`src/rtl/mrw_pkg.sv`:
```
package mrw_pkg;
  typedef enum logic [1:0] {
    FLT_NONE     = 2'd0,
    FLT_NOTREADY = 2'd1,
    FLT_LIMIT    = 2'd2,
    FLT_RANGE    = 2'd3
  } fault_e;
endpackage

```
`src/rtl/mrw_arm_ctrl.sv`:
```
module mrw_arm_ctrl (
  input  logic clk,
  input  logic rst_n,
  input  logic clr_cmd,
  output logic armed
);
  always_ff @(posedge clk or negedge rst_n) begin
    if (!rst_n)       armed <= 1'b0;
    else if (clr_cmd) armed <= 1'b1;
  end

  // once armed, stays armed until power reset
  assert_arm_hold_R2: assert property (@(posedge clk) disable iff (!rst_n)
    armed |=> armed);
endmodule

```
`src/rtl/mrw_admit.sv`:
```
module mrw_admit
  import mrw_pkg::*;
#(
  parameter int NUM_ROWS = 48,
  parameter int ADDR_W   = 6
) (
  input  logic                clk,
  input  logic                rst_n,
  input  logic                addr_valid,
  input  logic                ready,
  input  logic [ADDR_W-1:0]   addr,
  input  logic [NUM_ROWS-1:0] row_set,
  input  logic                full,
  output logic [NUM_ROWS-1:0] set_vec,
  output fault_e              code_q
);
  logic [NUM_ROWS-1:0] dec;
  logic in_range, already, take;
  fault_e code_d;

  for (genvar i = 0; i < NUM_ROWS; i++) begin : g_dec
    assign dec[i] = (addr == ADDR_W'(i));
  end

  assign in_range = |dec;
  assign already  = |(dec & row_set);
  assign take     = addr_valid && ready && in_range && !already && !full;
  assign set_vec  = dec & {NUM_ROWS{take}};

  always_comb begin
    code_d = FLT_NONE;
    if (addr_valid) begin
      if (!ready)                 code_d = FLT_NOTREADY;
      else if (!in_range)         code_d = FLT_RANGE;
      else if (!already && full)  code_d = FLT_LIMIT;
    end
  end

  always_ff @(posedge clk or negedge rst_n) begin
    if (!rst_n) code_q <= FLT_NONE;
    else        code_q <= code_d;
  end

  // a beat offered while not ready is flagged next cycle
  assert_notready_flag_R4: assert property (@(posedge clk) disable iff (!rst_n)
    (addr_valid && !ready) |=> (code_q == FLT_NOTREADY));
  // no beat, no fault
  assert_quiet_R10: assert property (@(posedge clk) disable iff (!rst_n)
    !addr_valid |=> (code_q == FLT_NONE));
  // at most one row set per beat
  assert_single_set_R3: assert property (@(posedge clk) disable iff (!rst_n)
    $onehot0(set_vec));
endmodule

```
`src/rtl/mrw_latch_bank.sv`:
```
module mrw_latch_bank #(
  parameter int NUM_ROWS = 48
) (
  input  logic                clk,
  input  logic                rst_n,
  input  logic                clr,
  input  logic [NUM_ROWS-1:0] set_vec,
  output logic [NUM_ROWS-1:0] lat
);
  for (genvar i = 0; i < NUM_ROWS; i++) begin : g_row
    always_ff @(posedge clk or negedge rst_n) begin
      if (!rst_n)          lat[i] <= 1'b0;
      else if (clr)        lat[i] <= 1'b0;
      else if (set_vec[i]) lat[i] <= 1'b1;
    end
  end

  // clear empties the bank
  assert_clear_empty_R2: assert property (@(posedge clk) disable iff (!rst_n)
    clr |=> (lat == '0));
  // latched rows hold until a clear
  assert_hold_R3: assert property (@(posedge clk) disable iff (!rst_n)
    !clr |=> (($past(lat) & ~lat) == '0));
endmodule

```
`src/rtl/mrw_open_counter.sv`:
```
module mrw_open_counter #(
  parameter int MAX_OPEN = 8,
  parameter int CNT_W    = $clog2(MAX_OPEN + 1)
) (
  input  logic             clk,
  input  logic             rst_n,
  input  logic             clr,
  input  logic             inc,
  output logic [CNT_W-1:0] count,
  output logic             full
);
  assign full = (count >= CNT_W'(MAX_OPEN));

  always_ff @(posedge clk or negedge rst_n) begin
    if (!rst_n)   count <= '0;
    else if (clr) count <= '0;
    else if (inc) count <= count + 1'b1;
  end

  // count is capped at the limit
  assert_count_cap_R9: assert property (@(posedge clk) disable iff (!rst_n)
    count <= CNT_W'(MAX_OPEN));
  // a full counter never grows
  assert_no_overflow_R5: assert property (@(posedge clk) disable iff (!rst_n)
    (full && !clr) |=> (count == $past(count)));
endmodule

```
`src/rtl/mrw_activator.sv`:
```
module mrw_activator
  import mrw_pkg::*;
#(
  parameter int NUM_ROWS = 48,
  parameter int MAX_OPEN = 8,
  parameter int ADDR_W   = 6
) (
  input  logic                             clk,
  input  logic                             rst_n,
  input  logic                             clr_cmd,
  input  logic                             act_en,
  input  logic                             addr_valid,
  input  logic [ADDR_W-1:0]                addr,
  output logic                             addr_ready,
  output logic [NUM_ROWS-1:0]              wl,
  output logic [$clog2(MAX_OPEN+1)-1:0]    open_count,
  output logic                             err,
  output logic [1:0]                       err_code
);
  localparam int CNT_W = $clog2(MAX_OPEN + 1);

  logic                armed, full;
  logic [NUM_ROWS-1:0] lat, set_vec;
  fault_e              code_q;

  mrw_arm_ctrl u_arm (
    .clk(clk), .rst_n(rst_n), .clr_cmd(clr_cmd), .armed(armed)
  );

  assign addr_ready = armed && !clr_cmd;

  mrw_admit #(.NUM_ROWS(NUM_ROWS), .ADDR_W(ADDR_W)) u_admit (
    .clk(clk), .rst_n(rst_n), .addr_valid(addr_valid), .ready(addr_ready),
    .addr(addr), .row_set(lat), .full(full), .set_vec(set_vec), .code_q(code_q)
  );

  mrw_latch_bank #(.NUM_ROWS(NUM_ROWS)) u_bank (
    .clk(clk), .rst_n(rst_n), .clr(clr_cmd), .set_vec(set_vec), .lat(lat)
  );

  mrw_open_counter #(.MAX_OPEN(MAX_OPEN), .CNT_W(CNT_W)) u_cnt (
    .clk(clk), .rst_n(rst_n), .clr(clr_cmd), .inc(|set_vec),
    .count(open_count), .full(full)
  );

  assign wl       = act_en ? lat : '0;
  assign err_code = code_q;
  assign err      = (code_q != FLT_NONE);

  // counter and latch bank agree
  assert_count_match_R9: assert property (@(posedge clk) disable iff (!rst_n)
    $countones(lat) == int'(open_count));
  // nothing latches before the first clear
  assert_unarmed_empty_R2: assert property (@(posedge clk) disable iff (!rst_n)
    !armed |-> (lat == '0));
endmodule

```
`config.mk`:
```
export PLATFORM = sky130hd
export DESIGN_NAME = mrw_activator
export DESIGN_NICKNAME = d
export VERILOG_FILES = /design/src/rtl/mrw_pkg.sv /design/src/rtl/mrw_arm_ctrl.sv /design/src/rtl/mrw_admit.sv /design/src/rtl/mrw_latch_bank.sv /design/src/rtl/mrw_open_counter.sv /design/src/rtl/mrw_activator.sv
export SDC_FILE = /design/constraint.sdc
export NUM_CORES = 1
export LEC_CHECK = 0
export ABC_CLOCK_PERIOD_IN_PS = 2900
export CAP_MARGIN = 20
export CORE_MARGIN = 1.5
export CORE_UTILIZATION = 54
export CTS_BUF_LIST = sky130_fd_sc_hd__clkbuf_4 sky130_fd_sc_hd__clkbuf_8
export CTS_CLUSTER_DIAMETER = 50
export DETAILED_ROUTE_END_ITERATION = 6
export GPL_ROUTABILITY_DRIVEN = 1
export PLACE_DENSITY = 0.84
export SKIP_LAST_GASP = 1
export SLEW_MARGIN = 20
export SYNTH_ARGS = -nofsm -noshare
export SYNTH_HDL_FRONTEND = slang
export SYNTH_SLANG_ARGS = --single-unit
```
`constraint.sdc`:
```
create_clock -name clk -period 2.9 [get_ports clk]
set_input_delay 0.29 -clock clk [delete_from_list [all_inputs] [get_ports clk]]
set_output_delay 0.29 -clock clk [all_outputs]
set_load 0.01 [all_outputs]
```
; ---- After elaboration in Yosys (flattened, before gate mapping)
; Cells that the tools add are included.
[totals]
register_bits = 55
latchBits = 0
mem_bits_rw = 0
mem_bits_ro = 0
out_inout_bits = 56
mem_count = 0
[classes]
addsub = 1
n_mul = 0
n_div = 0
order_cmp = 1
eq_ne = 47
n_shift = 0
n_mux = 103
bitwise_logic = 2
reduce_logical = 63
[ops]
columns = cell, count
row1 = 48-bit OR reduction, 3
row2 = 2-bit nonzero test, 50
row3 = 48-bit AND, 2
row4 = 6-bit by 5-bit equality test with 1-bit output (second input constant), 16
row5 = 6-bit equality test (second input constant), 16
row6 = 1-bit two-way mux, 96
row7 = 6-bit by 4-bit equality test with 1-bit output (second input constant), 8
row8 = 48-bit two-way mux, 1
row9 = 6-bit by 3-bit equality test with 1-bit output (second input constant), 4
row10 = 6-bit by 2-bit equality test with 1-bit output (second input constant), 2
row11 = 2-bit two-way mux, 4
row12 = 4-bit two-way mux, 2
row13 = 6-bit by 1-bit equality test with 1-bit output (second input constant), 1
row14 = 1-bit logical AND, 6
row15 = 6-bit logical NOT, 1
row16 = 4-bit by 1-bit adder with 4-bit output (second input constant), 1
row17 = 4-bit greater-or-equal comparator (second input constant), 1
row18 = 1-bit logical NOT, 3

; ---- Logic depth before layout (Yosys ltp)
; Gate-level depths: netlist (run 1).
[logic_depth]
word_depth = 10
ltp_mapped = 11

; ---- Modules after synthesis
; A second synthesis (run 1) with hierarchy kept.
[hier_totals]
cells_unflattened = 378
area_unflattened_um2 = 3682.3
[by_module_without_submodules]
columns = mod, n_inst, cells_each, area_per_inst_um2
row1 = mrw_latch_bank, 1, 101, 1858.0
row2 = mrw_admit, 1, 184, 1138.6
row3 = mrw_activator, 1, 71, 437.9
row4 = mrw_open_counter, 1, 20, 216.5
row5 = mrw_arm_ctrl, 1, 2, 31.3

; ---- Least setup slack after synthesis (run 1)
; Ideal clock, no wire load.
[synth_path]
path_type = in2reg
startpoint = input port addr[0]
endpoint = register u_cnt.count[1]
setup_ps = 125
arrival_time_ps = 2256
setup_slack_ps = 519
path_stages = 8
path_buffers = 1
path_cell_list = buf_2 nor4b_1 and3b_1 nor4_2 nor2_1 o32ai_2 a21oi_2 mux2_4
[synth_between]
elab_chain_len = 9
word_cells_on_any_way = 58
classes_between = 47 x eq/ne / 2 x bitwise / 9 x reduce/logical
[synth_rtl]
columns = element, line_no
row1 = "start, declared", mrw_activator.sv:13  ; input logic [ADDR_W-1:0] addr,
row2 = "6-bit by 1-bit equality test with 1-bit output, or another cell as far along", mrw_admit.sv:22  ; assign dec[i] = (addr == ADDR_W'(i));
row3 = 48-bit AND, mrw_admit.sv:26  ; assign already = |(dec & row_set);
row4 = 48-bit OR reduction, mrw_admit.sv:26
row5 = 1-bit logical NOT, mrw_admit.sv:27  ; assign take = addr_valid && ready && in_range && !already && !full;
row6 = 1-bit logical AND (2 in a row), mrw_admit.sv:27
row7 = 48-bit AND *, mrw_admit.sv:28  ; assign set_vec = dec & {NUM_ROWS{take}};
row8 = 48-bit OR reduction *, mrw_activator.sv:42  ; .clk(clk), .rst_n(rst_n), .clr(clr_cmd), .inc(|set_vec),
row9 = 2-bit nonzero test (no source line) *, -
row10 = "end signal, assigned", mrw_open_counter.sv:17  ; else if (inc) count <= count + 1'b1;
row11 = "end, declared", mrw_open_counter.sv:9  ; output logic [CNT_W-1:0] count,
; Mark *: on every way between the ends. The rest lies on a longest branch, timed or not.
; A chain may end at the register's enable or synchronous reset.

; ---- Worst setup path after layout (run 1)
[layout_path]
startpoint = input port addr[1]
endpoint = register u_cnt.count[1]
; Same word-level chain as after synthesis.

==> flow_summary.html, run 1 <==
<table>
<tr><th>Metric</th><th>Value</th></tr>
<tr><th colspan="2">Synth</th></tr>
<tr><td>Number of enable-type register cells in the synthesized netlist</td><td>0</td></tr>
<tr><td>Synth async-reset ratio</td><td>100%</td></tr>
<tr><td>Synthesis-stage register bit count</td><td>55</td></tr>
<tr><td>Net count after synthesis</td><td>420</td></tr>
<tr><td>Netlist area before placement</td><td>3590 sq um</td></tr>
<tr><td>Sequential-to-total area share from yosys stat</td><td>38.4%</td></tr>
<tr><td>Post-Syn Area per Cell</td><td>8.82 sq um</td></tr>
<tr><td>Top FF cell, synth</td><td>dfrtp_1</td></tr>
<tr><td>Post-synthesis cell type count</td><td>64</td></tr>
<tr><td>Ys Warns</td><td>0</td></tr>
<tr><td>Number of standard cells after synthesis</td><td>407</td></tr>
<tr><th colspan="2">Pwr</th></tr>
<tr><td>Max IR drop VDD</td><td>0.264 mV</td></tr>
<tr><td>P per Cell Area</td><td>316 nW/um^2</td></tr>
<tr><td>Power Total</td><td>1520 uW</td></tr>
<tr><td>Total leakage power</td><td>0.00202 uW</td></tr>
<tr><th colspan="2">STA</th></tr>
<tr><td>Actual slew at the worst max-slew pin</td><td>562 ps</td></tr>
<tr><td>Post-layout minimum cycle time</td><td>2700 ps</td></tr>
<tr><td>Max Transition Viols Final</td><td>0</td></tr>
<tr><td>Unrepaired setup endpoints after global routing</td><td>false</td></tr>
<tr><td>Final critical-path setup slack</td><td>199 ps</td></tr>
<tr><td>Number of failing hold endpoints at the final stage</td><td>0</td></tr>
<tr><td>Skew final</td><td>13.0 ps</td></tr>
<tr><td>Upper clock frequency limit</td><td>370 MHz</td></tr>
<tr><td>Slew margin rel.</td><td>62.2%</td></tr>
<tr><td>Number of setup violations in the final report</td><td>0</td></tr>
<tr><td>Period utilization</td><td>93.1%</td></tr>
<tr><th colspan="2">Routing</th></tr>
<tr><td>Number of remaining DRC errors</td><td>0</td></tr>
<tr><td>Count of TritonRoute iterations in the first routing pass</td><td>5</td></tr>
<tr><td>Average routed wire per standard cell</td><td>18.2 um</td></tr>
<tr><td>Vias/cell</td><td>6.05</td></tr>
<tr><td>Number of nets with antenna violations after detailed routing</td><td>0</td></tr>
<tr><td>Via count</td><td>3553</td></tr>
<tr><td>Post-detailed-routing wire length</td><td>10700 um</td></tr>
<tr><td>Number of DRC markers after the initial detailed-route iteration</td><td>260</td></tr>
<tr><th colspan="2">Die</th></tr>
<tr><td>Vertical die dimension</td><td>84.5 um</td></tr>
<tr><td>Overall die area</td><td>7140 sq um</td></tr>
<tr><td>Initial cell density of the core</td><td>56.2%</td></tr>
<tr><td>Placeable core area</td><td>6390 sq um</td></tr>
<tr><td>Number of standard-cell rows in the floorplan</td><td>29</td></tr>
<tr><td>I/O pin count</td><td>67</td></tr>
<tr><td>DIE WIDTH</td><td>84.5 um</td></tr>
<tr><th colspan="2">Placement</th></tr>
<tr><td>Cell Count Post-Placement</td><td>578</td></tr>
<tr><td>DPL Wire Length</td><td>7890 um</td></tr>
<tr><td>Placement-stage cell area</td><td>4700 sq um</td></tr>
<tr><td>Number of buffers inserted by port buffering</td><td>66</td></tr>
<tr><td>Final weighted congestion of routability-driven global placement</td><td>0.953</td></tr>
<tr><td>Dpl ws</td><td>-90.6 ps</td></tr>
<tr><th colspan="2">GRT</th></tr>
<tr><td>Largest net degree at the start of global routing</td><td>55</td></tr>
<tr><td>Total gr overflow</td><td>0</td></tr>
<tr><td>Tot GR Track Use</td><td>31.6%</td></tr>
<tr><td>First-pass GRT wire length</td><td>17900 um</td></tr>
<tr><td>Vias in the first global route</td><td>3445</td></tr>
<tr><td>Initial antenna violation count</td><td>0</td></tr>
<tr><th colspan="2">Clock network</th></tr>
<tr><td>Sinks on the clock net</td><td>55</td></tr>
<tr><td>Reg clk slew, reported paths</td><td>110 ps</td></tr>
<tr><td>Number of gates given a new drive strength after cts</td><td>0</td></tr>
<tr><td>Clock latency of the later-clocked register in the worst-skew pair</td><td>320 ps</td></tr>
<tr><td>Buffer count from post-CTS setup fixing</td><td>0</td></tr>
<tr><td>TritonCTS clock tree</td><td>done</td></tr>
<tr><td>Number of H-tree branching levels</td><td>2</td></tr>
<tr><td>Number of buffers created by CTS</td><td>5</td></tr>
<tr><td>Library cell used as clock root buffer</td><td>clkbuf_8</td></tr>
<tr><td>Deepest clock path buffer count</td><td>2</td></tr>
<tr><th colspan="2">Layout</th></tr>
<tr><td>Most frequent cells in the layout</td><td>clkdlybuf4s50_1, nor2_1, a21oi_1</td></tr>
<tr><td>Share of the core filled with cells in the final layout</td><td>75.3%</td></tr>
<tr><td>Fin nets</td><td>522</td></tr>
<tr><td>Finished Layout Cells</td><td>587</td></tr>
<tr><td>Ratio of cells with drive above 1 in the final layout</td><td>18.0%</td></tr>
<tr><td>Final std cell area, no fill</td><td>4810 sq um</td></tr>
<tr><td>Antenna diode count</td><td>0</td></tr>
<tr><td>Leading cell type in the layout, fill and taps excluded</td><td>clkdlybuf4s50_1</td></tr>
<tr><td>Count of filler cells inserted in the layout</td><td>468</td></tr>
<tr><td>Area added between synthesis and finish</td><td>34.1%</td></tr>
<tr><th colspan="2">Setup path</th></tr>
<tr><td>Worst setup EP type</td><td>flop</td></tr>
<tr><td>Worst path required time</td><td>3100 ps</td></tr>
<tr><td>Setup Crit Path Kind</td><td>input port to flop</td></tr>
<tr><td>Max Fanout on Critical Path</td><td>25</td></tr>
<tr><td>CP startpoint kind</td><td>input port</td></tr>
<tr><td>Critical path arrival</td><td>2900 ps</td></tr>
<tr><th colspan="2">Job</th></tr>
<tr><td>Reported max-cap violation count</td><td>0</td></tr>
<tr><th colspan="2">Hold path</th></tr>
<tr><td>Type of the most critical hold path</td><td>input port to async pin</td></tr>
<tr><th colspan="2">Outcome</th></tr>
<tr><td>Result of the run</td><td>finished, final reports clean</td></tr>
</table>
## layout make-up
| cell class | instances | area [sq um] | share of cell area (%) |
|---|---|---|---|
| multi-input cells | 307 | 1970 | 41.0 |
| well taps | 77 | 96.3 | 2.00 |
| clock buffers | 6 | 82.6 | 1.72 |
| flip-flops and latches | 55 | 1380 | 28.6 |
| inverters | 12 | 45.0 | 0.936 |
| repair buffers | 128 | 1220 | 25.3 |
| clock inverters | 2 | 20.0 | 0.416 |
## power by group
group / switching [uW] / internal, uW
clock: 274 / 202
sequential: 6.18 / 772
combinational: 150 / 116
total: 431 / 1090
## final timing paths
| path | start | end | slack, ps | cells after the start |
|---|---|---|---|---|
| min in group clk | u_arm.armed$_DFFE_PN0P_ | u_arm.armed$_DFFE_PN0P_ | 510 | 1 |
| worst min register to register | u_arm.armed$_DFFE_PN0P_ | u_arm.armed$_DFFE_PN0P_ | 510 | 1 |
| worst min-delay path | rst_n | u_bank.lat[25]$_DFFE_PN0P_ | 410 | 2 |
| worst max register to register | u_bank.lat[0]$_DFFE_PN0P_ | u_cnt.count[1]$_DFFE_PN0P_ | 430 | 7 |
| worst max-delay path | addr[1] | u_cnt.count[1]$_DFFE_PN0P_ | 200 | 9 |
| max in group asynchronous | rst_n | u_bank.lat[47]$_DFFE_PN0P_ | 1890 | 3 |
## through the flow
step / hold WS [ps] / setup TNS, ps
6_report: 409 / 0
5_1_grt: 444 / 0
4_1_cts: 416 / 0
3_5_place_dp: 227 / -207
3_3_place_gp: 223 / 0
2_1_floorplan: -5.59 / 0
## worst max-delay path: stages
cell and delay [ps]:
clkdlybuf4s50_1 440, buf_12 180, or3b_2 470, a2111oi_1 500, nor4_2 150, nor2_1 200, o32ai_2 160, a21oi_2 210
mux2_4 310
## cells by family after synthesis
logic type / after synthesis / share of synthesized area [%]
flops: 55 / 38.4
mux: 9 / 2.65
compound gates: 101 / 18.4
fa+ha+maj: 2 / 0.697
simple gates: 195 / 33.2
buf+inv: 45 / 6.69
## state kept, by name, indices dropped and copies added, names as in the netlist
signal	count
u_arm.armed	1
u_bank.lat	48
u_cnt.count	4
u_admit.code_q	2
## routing by layer
layer / track usage [%] / share of wire, % / vias to the layer above / wire length (um)
met4: 12.0 / 3.2 / 0 / 346
met3: 4.72 / 5.2 / 26 / 556
met5: 0 / 0 / - / 0
met2: 48.0 / 46 / 159 / 4950
li1: - / - / 1647 / -
met1: 45.7 / 45 / 1721 / 4850
## cells in the mapped netlist, types with 3 or more instances
| master | count | area, sq um |
|---|---|---|
| nor4_4 | 3 | 63.8 |
| and2_1 | 48 | 300 |
| dfrtp_1 | 55 | 1380 |
| or2_2 | 3 | 18.8 |
| nor2b_1 | 6 | 37.5 |
| nand3b_1 | 6 | 45.0 |
| clkbuf_1 | 14 | 52.6 |
| nand4b_1 | 6 | 52.6 |
| a21oi_1 | 57 | 285 |
| a211oi_1 | 5 | 37.5 |
| inv_1 | 11 | 41.3 |
| a31oi_1 | 7 | 43.8 |
| buf_2 | 9 | 45.0 |
| nand3_1 | 7 | 35.0 |
| nand2b_1 | 11 | 68.8 |
| mux2i_1 | 8 | 80.1 |
| o32ai_1 | 4 | 35.0 |
| buf_6 | 8 | 90.1 |
| nor2_1 | 60 | 225 |
| nor4b_1 | 3 | 26.3 |
| nor3_1 | 9 | 45.0 |
| nand2_1 | 8 | 30.0 |
| o21ai_0 | 4 | 20.0 |
| or4bb_1 | 3 | 33.8 |
## what timing repair did
item,in CTS,in global routing
hold buffers,1,0
hold endpoints to repair,15,0
setup endpoints to repair,0,0
Power figures use the tool's default switching activity.
==> inputs of run 2 (changes only) <==
--- a/config.mk
+++ b/config.mk
@@ -8,12 +8,12 @@
 export ABC_CLOCK_PERIOD_IN_PS = 2900
 export CAP_MARGIN = 20
 export CORE_MARGIN = 1.5
-export CORE_UTILIZATION = 54
+export CORE_UTILIZATION = 45
 export CTS_BUF_LIST = sky130_fd_sc_hd__clkbuf_4 sky130_fd_sc_hd__clkbuf_8
 export CTS_CLUSTER_DIAMETER = 50
 export DETAILED_ROUTE_END_ITERATION = 6
 export GPL_ROUTABILITY_DRIVEN = 1
-export PLACE_DENSITY = 0.84
+export PLACE_DENSITY = 0.72
 export SKIP_LAST_GASP = 1
 export SLEW_MARGIN = 20
 export SYNTH_ARGS = -nofsm -noshare
==> run 2 against run 1 <==
Net effect:
- count of clock-buffer cells in the layout decreased by 1
- power increased by 2.1%
- clock power increased by 7.6%
- largest power group unchanged
- hold slack got worse by 290 ps
==> flow_summary.html, run 2 (same netlist as run 1, synthesis figures left out) <==
<table>
<tr><th>Metric</th><th>Value</th></tr>
<tr><th colspan="2">STA</th></tr>
<tr><td>Upper clock frequency limit</td><td>365 MHz</td></tr>
<tr><td>Actual slew at the worst max-slew pin</td><td>953 ps</td></tr>
<tr><td>Final-layout worst hold slack</td><td>120 ps</td></tr>
<tr><td>Max Transition Viols Final</td><td>0</td></tr>
<tr><td>Post-layout minimum cycle time</td><td>2740 ps</td></tr>
<tr><td>Unrepaired setup endpoints after global routing</td><td>false</td></tr>
<tr><td>Slew margin rel.</td><td>36.4%</td></tr>
<tr><td>Period utilization</td><td>94.6%</td></tr>
<tr><td>Number of failing hold endpoints at the final stage</td><td>0</td></tr>
<tr><td>Number of setup violations in the final report</td><td>0</td></tr>
<tr><td>Skew final</td><td>4.86 ps</td></tr>
<tr><td>Final critical-path setup slack</td><td>158 ps</td></tr>
<tr><th colspan="2">GRT</th></tr>
<tr><td>Largest net degree at the start of global routing</td><td>55</td></tr>
<tr><td>Total gr overflow</td><td>0</td></tr>
<tr><td>Vias in the first global route</td><td>3391</td></tr>
<tr><td>First-pass GRT wire length</td><td>17700 um</td></tr>
<tr><td>Tot GR Track Use</td><td>26.3%</td></tr>
<tr><td>Initial antenna violation count</td><td>0</td></tr>
<tr><th colspan="2">Pwr</th></tr>
<tr><td>Max IR drop VDD</td><td>0.211 mV</td></tr>
<tr><td>Total leakage power</td><td>0.00200 uW</td></tr>
<tr><td>Power Total</td><td>1550 uW</td></tr>
<tr><td>P per Cell Area</td><td>323 nW/um^2</td></tr>
<tr><th colspan="2">Hold path</th></tr>
<tr><td>Type of the most critical hold path</td><td>input port to async pin</td></tr>
<tr><th colspan="2">Setup path</th></tr>
<tr><td>Path depth of the worst reg2reg path</td><td>7</td></tr>
<tr><td>Worst path required time</td><td>3110 ps</td></tr>
<tr><td>Setup Crit Path Kind</td><td>input port to flop</td></tr>
<tr><td>CP startpoint kind</td><td>input port</td></tr>
<tr><td>Reg2Reg Capture Point</td><td>u_cnt.count[1]$_DFFE_PN0P_</td></tr>
<tr><td>Critical path arrival</td><td>2950 ps</td></tr>
<tr><td>Reg2reg start</td><td>u_bank.lat[0]$_DFFE_PN0P_</td></tr>
<tr><td>R2R setup slack</td><td>450 ps</td></tr>
<tr><td>Max Fanout on Critical Path</td><td>25</td></tr>
<tr><td>Worst setup EP type</td><td>flop</td></tr>
<tr><th colspan="2">Outcome</th></tr>
<tr><td>Result of the run</td><td>finished, final reports clean</td></tr>
<tr><th colspan="2">Layout</th></tr>
<tr><td>Area added between synthesis and finish</td><td>33.7%</td></tr>
<tr><td>Ratio of cells with drive above 1 in the final layout</td><td>17.9%</td></tr>
<tr><td>Most frequent cells in the layout</td><td>clkdlybuf4s50_1, nor2_1, a21oi_1</td></tr>
<tr><td>Regs by FF count</td><td>u_bank.lat: 48 flops, u_cnt.count: 4 flops, u_admit.code_q: 2 flops</td></tr>
<tr><td>Antenna diode count</td><td>0</td></tr>
<tr><td>Leading cell type in the layout, fill and taps excluded</td><td>clkdlybuf4s50_1</td></tr>
<tr><td>Fin nets</td><td>521</td></tr>
<tr><td>Max reg flops</td><td>48</td></tr>
<tr><td>Largest register by flop count</td><td>u_bank.lat</td></tr>
<tr><td>Final std cell area, no fill</td><td>4800 sq um</td></tr>
<tr><th colspan="2">Placement</th></tr>
<tr><td>Placement-stage cell area</td><td>4690 sq um</td></tr>
<tr><td>Number of buffers inserted by port buffering</td><td>66</td></tr>
<tr><td>Final weighted congestion of routability-driven global placement</td><td>0.976</td></tr>
<tr><td>DPL Wire Length</td><td>7960 um</td></tr>
<tr><td>Dpl ws</td><td>-145 ps</td></tr>
<tr><th colspan="2">Clock network</th></tr>
<tr><td>TritonCTS clock tree</td><td>done</td></tr>
<tr><td>Number of gates given a new drive strength after cts</td><td>0</td></tr>
<tr><td>Deepest clock path buffer count</td><td>2</td></tr>
<tr><td>Clock latency of the later-clocked register in the worst-skew pair</td><td>310 ps</td></tr>
<tr><td>Number of buffers created by CTS</td><td>5</td></tr>
<tr><td>Reg clk slew, reported paths</td><td>100 ps</td></tr>
<tr><td>Buffer count from post-CTS setup fixing</td><td>0</td></tr>
<tr><td>Number of H-tree branching levels</td><td>2</td></tr>
<tr><td>Library cell used as clock root buffer</td><td>clkbuf_8</td></tr>
<tr><td>Sinks on the clock net</td><td>55</td></tr>
<tr><td>Post-CTS Hold Fix Bufs</td><td>0</td></tr>
<tr><th colspan="2">Die</th></tr>
<tr><td>Vertical die dimension</td><td>92.3 um</td></tr>
<tr><td>I/O pin count</td><td>67</td></tr>
<tr><td>Overall die area</td><td>8520 sq um</td></tr>
<tr><td>Number of standard-cell rows in the floorplan</td><td>32</td></tr>
<tr><td>Placeable core area</td><td>7730 sq um</td></tr>
<tr><td>DIE WIDTH</td><td>92.3 um</td></tr>
<tr><td>Initial cell density of the core</td><td>46.4%</td></tr>
<tr><th colspan="2">Routing</th></tr>
<tr><td>Vias/cell</td><td>5.75</td></tr>
<tr><td>Post-detailed-routing wire length</td><td>11000 um</td></tr>
<tr><td>Count of TritonRoute iterations in the first routing pass</td><td>5</td></tr>
<tr><td>Number of remaining DRC errors</td><td>0</td></tr>
<tr><td>Number of DRC markers after the initial detailed-route iteration</td><td>389</td></tr>
<tr><td>Number of nets with antenna violations after detailed routing</td><td>0</td></tr>
<tr><td>Average routed wire per standard cell</td><td>18.0 um</td></tr>
<tr><td>Via count</td><td>3508</td></tr>
<tr><th colspan="2">Job</th></tr>
<tr><td>Reported max-cap violation count</td><td>0</td></tr>
</table>
==> run 2: worst max-delay path by stage <==
stage / startpoint / end / slack, ps
after global placement: addr[1] / u_cnt.count[1]$_DFFE_PN0P_ / -70
after CTS: addr[3] / u_cnt.count[1]$_DFFE_PN0P_ / 190
after floorplan: addr[0] / u_cnt.count[1]$_DFFE_PN0P_ / 520
after global routing: addr[1] / u_bank.lat[0]$_DFFE_PN0P_ / 20
after detailed placement: addr[3] / u_cnt.count[1]$_DFFE_PN0P_ / -140
final: addr[3] / u_cnt.count[1]$_DFFE_PN0P_ / 160
==> run 2: power breakdown <==
group | total, uW | leakage (uW) | switching (uW) | internal, uW
clock | 512 | 0.0000502 | 259 | 253
sequential | 778 | 0.000761 | 6.01 | 772
combinational | 262 | 0.00119 | 151 | 110
total | 1550 | 0.00200 | 417 | 1140
==> run 2: metrics by stage <==
step	TNS [ps]	util (%)	instances
2_1_floorplan	0	-	407
3_3_place_gp	-264	60.7	603
3_5_place_dp	-1580	60.7	603
4_1_cts	0	62.1	610
5_1_grt	0	62.1	610
6_report	0	62.1	610
==> run 2: worst max-delay path, cell delays in order <==
cell and delay (ps):
clkdlybuf4s50_1 520, buf_12 180, buf_4 150, mux2i_1 170
o32ai_1 110, nor4_2 530, nor2_1 130, o32ai_2 410
a21oi_2 140, mux2_4 310
==> run 2: layout make-up <==
type / instances / area, sq um
multi-input combinational: 307 / 1970
tap: 102 / 128
clock buffer: 5 / 68.8
sequential: 55 / 1380
clock inverter: 2 / 37.5
fill: 681 / 2930
timing repair buffer: 127 / 1170
inverter: 12 / 45.0
==> run 2: per-layer routing <==
metal	GRT usage [%]	share of wire (%)
met2	41.3	45
met1	37.7	46
met3	3.61	6.8
met4	7.82	2.5
met5	0	0
